`src/rtl/irq_countdown_timer.sv`:
```
module irq_countdown_timer #(
  parameter int CNT_W = 32,
  parameter int VEC_W = 8,
  parameter int PS_W  = 8
) (
  input  logic             clk,
  input  logic             rst_n,
  input  logic             tick,
  input  logic             wr_en,
  input  logic [1:0]       wr_sel,
  input  logic [CNT_W-1:0] wr_data,
  output logic [CNT_W-1:0] cur_count,
  output logic             irq_valid,
  output logic [VEC_W-1:0] irq_vector,
  output logic [2:0]       irq_dmode,
  output logic             irq_trig
);
  localparam int MASK_BIT = 16;
  localparam int MODE_LO  = 17;
  localparam int ENT_W    = MODE_LO + 2;
  localparam logic [ENT_W-1:0] ENT_RST = ENT_W'(1) << MASK_BIT;

  logic [2:0]       div_code;
  logic [CNT_W-1:0] init_q;
  logic [ENT_W-1:0] entry_q;
  logic [PS_W-1:0]  presc;
  logic [2:0]       shift;
  logic [PS_W-1:0]  lim_m1;
  logic             init_wr, step, expire, periodic, deliverable;
  logic [1:0]       mode;

  assign init_wr     = wr_en && (wr_sel == 2'd1);
  assign shift       = (div_code == 3'b111) ? 3'd0 : div_code + 3'd1;
  assign lim_m1      = (PS_W'(1) << shift) - PS_W'(1);
  assign step        = tick && (presc >= lim_m1);
  assign expire      = step && !init_wr && (cur_count == CNT_W'(1));
  assign mode        = entry_q[MODE_LO +: 2];
  assign periodic    = (mode == 2'd1);
  assign deliverable = !entry_q[MASK_BIT] && (mode == 2'd0 || mode == 2'd1);
  assign irq_dmode   = 3'b000;
  assign irq_trig    = 1'b0;

  always_ff @(posedge clk or negedge rst_n) begin
    if (!rst_n) begin
      div_code <= 3'd0;
      entry_q  <= ENT_RST;
      init_q   <= '0;
    end else if (wr_en) begin
      case (wr_sel)
        2'd0: div_code <= {wr_data[3], wr_data[1:0]};
        2'd1: init_q   <= wr_data;
        2'd2: entry_q  <= wr_data[ENT_W-1:0];
        default: ;
      endcase
    end
  end

  always_ff @(posedge clk or negedge rst_n) begin
    if (!rst_n)       presc <= '0;
    else if (init_wr) presc <= '0;
    else if (tick)    presc <= step ? '0 : presc + PS_W'(1);
  end

  always_ff @(posedge clk or negedge rst_n) begin
    if (!rst_n)
      cur_count <= '0;
    else if (init_wr)
      cur_count <= wr_data;
    else if (step && cur_count != '0)
      cur_count <= (cur_count == CNT_W'(1)) ? (periodic ? init_q : '0)
                                            : cur_count - CNT_W'(1);
  end

  always_ff @(posedge clk or negedge rst_n) begin
    if (!rst_n) begin
      irq_valid  <= 1'b0;
      irq_vector <= '0;
    end else begin
      irq_valid <= expire && deliverable;
      if (expire) irq_vector <= entry_q[VEC_W-1:0];
    end
  end
endmodule


```
`config.mk`:
```
export PLATFORM = sky130hd
export DESIGN_NAME = irq_countdown_timer
export DESIGN_NICKNAME = d
export VERILOG_FILES = /design/src/rtl/irq_countdown_timer.sv
export SDC_FILE = /design/constraint.sdc
export NUM_CORES = 1
export LEC_CHECK = 0
export ABC_AREA = 1
export BUFFER_PORTS_ARGS = -buffer_cell sky130_fd_sc_hd__buf_2
export CELL_PAD_IN_SITES_DETAIL_PLACEMENT = 0
export CELL_PAD_IN_SITES_GLOBAL_PLACEMENT = 1
export CORE_UTILIZATION = 45
export DETAILED_ROUTE_END_ITERATION = 8
export MAX_ROUTING_LAYER = met4
export PLACE_DENSITY_LB_ADDON = 0.1
export SLEW_MARGIN = 10
export SYNTH_ARGS = -nofsm -noshare
export SYNTH_HDL_FRONTEND = slang
export SYNTH_SLANG_ARGS = --single-unit
export TNS_END_PERCENT = 20
```
`constraint.sdc`:
```
create_clock -name clk -period 6.1 [get_ports clk]
set_input_delay 0.305 -clock clk [delete_from_list [all_inputs] [get_ports clk]]
set_output_delay 0.305 -clock clk [all_outputs]
set_load 0.02 [all_outputs]
```
# Word level (Yosys, flattened, before mapping)
# Index checks and enable logic that the tools add are counted.
word_totals:
  regBits: 103
  in_bits: 38
  out_inout_bits: 45
op_classes:
  addsub: 4
  n_lt_le_gt_ge: 1
  n_eq_ne: 5
  n_shift: 1
  mux: 8
  n_reduce_logical: 18
ops:
  columns: ["cell", "count"]
  rows:
  - ["32-bit 2-to-1 mux", 4]
  - ["32-bit by 1-bit equality test with 1-bit output (second input constant)", 1]
  - ["32-bit nonzero test", 1]
  - ["32-bit by 1-bit subtractor with 32-bit output (second input constant)", 1]
  - ["8-bit 2-to-1 mux", 3]
  - ["8-bit by 1-bit adder with 8-bit output (second input constant)", 1]
  - ["8-bit greater-or-equal comparator", 1]
  - ["1-bit by 3-bit << shifter with 8-bit output (first input constant)", 1]
  - ["8-bit by 2-bit subtractor with 8-bit output (second input constant)", 1]
  - ["1-bit logical AND", 7]
  - ["2-bit AND reduction", 3]
  - ["2-bit by 1-bit equality test with 1-bit output (second input constant)", 2]
  - ["2-bit zero test", 2]
  - ["2-bit nonzero test", 2]
  - ["3-bit by 1-bit adder with 3-bit output (second input constant)", 1]
  - ["3-bit equality test (second input constant)", 1]
  - ["3-bit 2-to-1 mux", 1]
  - ["2-bit equality test (second input constant)", 1]
  - ["1-bit zero test", 2]
  - ["1-bit logical OR", 1]

# Longest topological paths before layout
logic_depth:
  word_depth: 9
  ltp_mapped: 18

# Worst setup path before layout
# Ideal clock, no wire load.
synth_timing:
  kind: "reg2reg"
  start: "reg div_code[1]"
  end: "reg cur_count[9]"
  setup_ns: 0.066
  t_arrival_ns: 2.324
  t_required_ns: 6.034
  setup_slack_ns: 3.710
  stages_incl_launch_ff: 18
  path_buffers: 1
  synth_period_minus_slack_ns: 2.390
  cell_sequence: "dfrtp_1 -> nor2_1 -> nand2_1 -> ha_1 -> inv_1 -> o21ai_0 -> nand2_1 -> o21ai_0 -> ha_1 -> nand2_1 -> nor2_1 -> nand4_1 -> nand3_1 -> nand3_1 -> nand2_1 -> buf_2 -> nand2_1 -> nand2_1"
synth_via:
  elab_chain_len: 8
  word_cells_on_any_way: 9
  classes_between: "2 x add/sub; 1 x order compare; 1 x eq/ne; 1 x shift; 1 x mux; 3 x reduce/logical"
synth_rtl:
  columns: ["item", "line", "source"]
  rows:
  - ["start: declaration", "23", "logic [2:0] div_code;"]
  - ["start signal: assignment", "50", "2'd0: div_code <= {wr_data[3], wr_data[1:0]};"]
  - ["3-bit by 1-bit adder with 3-bit output or 3-bit equality test (tied branches)", "33", "assign shift = (div_code == 3'b111) ? 3'd0 : div_code + 3'd1;"]
  - ["3-bit 2-to-1 mux *", "33", null]
  - ["1-bit by 3-bit << shifter with 8-bit output *", "34", "assign lim_m1 = (PS_W'(1) << shift) - PS_W'(1);"]
  - ["8-bit by 2-bit subtractor with 8-bit output *", "34", null]
  - ["8-bit greater-or-equal comparator *", "35", "assign step = tick && (presc >= lim_m1);"]
  - ["1-bit logical AND *", "35", null]
  - ["1-bit logical AND *", "69", "else if (step && cur_count != '0)"]
  - ["2-bit nonzero test (no source line) *", null, null]
  - ["end signal: assignment", "68", "cur_count <= wr_data;"]
  - ["end signal: assignment", "70", "cur_count <= (cur_count == CNT_W'(1)) ? (periodic ? init_q : '0)"]
  - ["end: declaration", "12", "output logic [CNT_W-1:0] cur_count,"]
# Mark *: on every way between the ends. The rest lies on a longest branch, timed or not.
# A chain may end at the register's enable or synchronous reset.

# Worst setup path in the final report
layout_timing:
  start: "reg div_code[1]"
  end: "reg cur_count[6]"
# The elaborated chain is that of the path after synthesis.

==> out/results.txt <==
Worst Setup End Kind: register
PortBufs: 78
Clock buffer count from CTS: 9
GR Util All Layers: 25.67%
Startpoint Class: register
Run status: complete, no violations
Synth top cells by count: nand2_1, dfrtp_1, nand3_1
RSZ-0062 raised after global routing: false
Most used cell, CP: nand2_1
Gpl congestion: 0.8824
Post-synthesis sequential area ratio: 42.78%
Layout cell share with drive strength beyond 1: 15.38%
Worst-path clk slew: 0.08 ns
Wire per inst: 15.07 um
Max cap viols: 0
Largest cells by area after synthesis: dfrtp_1, nand2_1, nand3_1
Synth Cell Area: 5560 sq um
DRC viols: 0
Drt pass-1 iters: 5
Crit-path slowest cell: nand2_1
Fin. max-slew vios: 0
Vias in the first global route: 4,885
P_leak: 3.653 nW
Post-synth top area share: 42.30%
DIE AREA: 12,810 sq um
Most common cell in the netlist: nand2_1
Post-synth EDFFs: 0
Setup TNS Final: 0 ns
First-pass GRT wire length: 24,760 um
WP data arrival: 3.72 ns
Clk_skew: 0.007182 ns
CTS tree: built
# nets final: 884
Num ports: 83
Peak supply drop: 0.2845 mV
DRT iter0 DRCs: 402
Antenna violations before repair: 0
Final min period: 3.468 ns
Die Span X: 113.2 um
CTS max path bufs: 2
CP top delay family: simple AND/OR/NAND/NOR gates
Crit path buf inv count: 4
CP Data Required Time: 6.35 ns
Mapped Cells: 764
#FFs+latches synth: 95
Grt total ovfl: 0
Drt total wl: 14,860 um
Top_reg_cell synth: dfrtp_1
Post-CTS sizing: 0
Hpwl dp: 10,560 um
H-Tree Depth: 3
Placement Rows: 40
Worst-margin pin slew: 0.7848 ns
Cell taking the most area after synthesis: dfrtp_1
Root buf cell: clkbuf_16
Worst Hold Class: primary input to register
Worst-path fanout max: 33
Final Hold Vio Count: 0
Max-slew headroom: 47.68%
Worst-path cell chain: nor2_1 > nand2_1 > ha_1 > inv_1 > o21ai_0 > nand2_1 > o21ai_0 > ha_1 > nand2_1 > inv_1 > nor2_1 > o21a_1 > nand3_1 > nand3_1 > buf_4 > nand2_1 > buf_4 > nand2_1 > nand2_1
Post-route cell area: 6362 sq um
Tcrit/Tclk final: 56.85%
Asr flop ratio synth: 100.0%
CORE AREA: 12,010 sq um
Routed Antenna Nets: 0
Die H: 113.2 um
Syn avg cell area: 7.278 sq um
Cell Area, Placed: 6031 sq um
Library cells used by synthesis: 36
Ys Warns: 0
Number of diodes: 0
Power Density: 454.0 nW/um^2
Worst-skew pair later-pin latency: 0.36 ns
FMAX: 288.4 MHz
Final Power: 0.002889 W
Initial Utilization: 46.29%
CTS Sinks: 95
Final Setup Violations: 0
Via-per-instance ratio: 5.076
Crit Path Category: register to register
Max incr delay on CP: 0.52 ns
Largest net degree at the start of global routing: 71
Area growth, synth to finish: 14.42%
Vias: 5,005
## cells in the final DEF (no fill, tap or decap), types with 2 or more instances in the layout
cell	instances
nand2_1	331
dfrtp_1	94
buf_2	77
nand3_1	63
nor2_1	62
inv_1	45
xnor2_1	15
o21ai_0	13
nand4_1	12
ha_1	12
xor2_1	9
a21oi_1	9
o21bai_1	9
clkbuf_16	9
o21ai_1	8
nor3_1	7
nor2_2	7
buf_4	7
nand2_2	6
o22ai_1	6
nand3b_1	6
conb_1	5
nor2_4	3
inv_8	3
or2_2	2
nor2_8	2
mux2_2	2
## cells by family after synthesis
kind of cell,synth area share (%)
flops,42.78
xor+xnor,3.781
simple gates,39.29
compound gates,4.725
mux,0.4050
buf+inv,6.188
other cells,0.1351
fa+ha+maj,2.700
## metrics by stage
step	setup slack, ns	util (%)	hold WS (ns)	std cells
floorplan	3.710	-	0.009409	767
global placement	2.746	50.21	0.2948	969
detailed placement	2.666	50.21	0.2972	969
CTS	2.632	52.97	0.1722	986
global route	2.271	52.97	0.1960	986
finish	2.632	52.97	0.1761	986
## path summary, 6_finish.rpt
| path | start | end | slack [ns] | cells after the start |
|---|---|---|---|---|
| max | div_code[1]$_DFFE_PN0P_ | cur_count[6]$_DFFE_PN0P_ | 2.63 | 19 |
| min | wr_data[26] | init_q[26]$_DFFE_PN0P_ | 0.18 | 3 |
| max reg2reg | div_code[1]$_DFFE_PN0P_ | cur_count[6]$_DFFE_PN0P_ | 2.63 | 19 |
| min reg2reg | init_q[3]$_DFFE_PN0P_ | init_q[3]$_DFFE_PN0P_ | 0.47 | 2 |
| max in group asynchronous | rst_n | init_q[20]$_DFFE_PN0P_ | 4.49 | 3 |
| min in group asynchronous | rst_n | irq_vector[2]$_DFFE_PN0P_ | 0.44 | 2 |
## sequential cells by signal, summed over array words and instances, names as in the netlist
name / count
irq_valid: 1
cur_count: 32
presc: 8
irq_vector: 8
div_code: 3
init_q: 32
entry_q: 11
## area by class of cell
type | count | area [sq um]
clock inverters | 7 | 96.34
well taps | 147 | 183.9
fillers | 1202 | 5649
multi-input cells | 596 | 2854
flip-flops and latches | 95 | 2379
clock buffers | 9 | 225.2
repair buffers | 85 | 447.9
inverters | 47 | 176.4
## per-layer routing
layer,up-vias,track usage [%],part of all wire (%)
met3,20,3.267,3.6
met1,2324,33.56,47
met4,0,10.61,2.3
li1,2555,-,-
met2,106,40.41,47
met5,-,-,0
## what timing repair did
action | 4_1_cts | 5_1_grt
endpoints found under the hold margin | 35 | 0
hold buffers | 1 | 0
setup buffers | 0 | 0
## worst register-to-register path, stage by stage, from the launching register on
cell and delay [ns]:
dfrtp_1 0.45, nor2_1 0.14, nand2_1 0.09, ha_1 0.21
inv_1 0.08, o21ai_0 0.08, nand2_1 0.06, o21ai_0 0.08
ha_1 0.19, nand2_1 0.05, inv_1 0.03, nor2_1 0.09
o21a_1 0.13, nand3_1 0.17, nand3_1 0.12, buf_4 0.35
nand2_1 0.52, buf_4 0.39, nand2_1 0.09, nand2_1 0.05
## power breakdown
group	total [W]	internal (W)	switching, W
logic	0.00129	0.000456	0.000838
registers	0.000976	0.000776	0.000200
clock network	0.000618	0.000332	0.000286
Power figures use the tool's default switching activity.
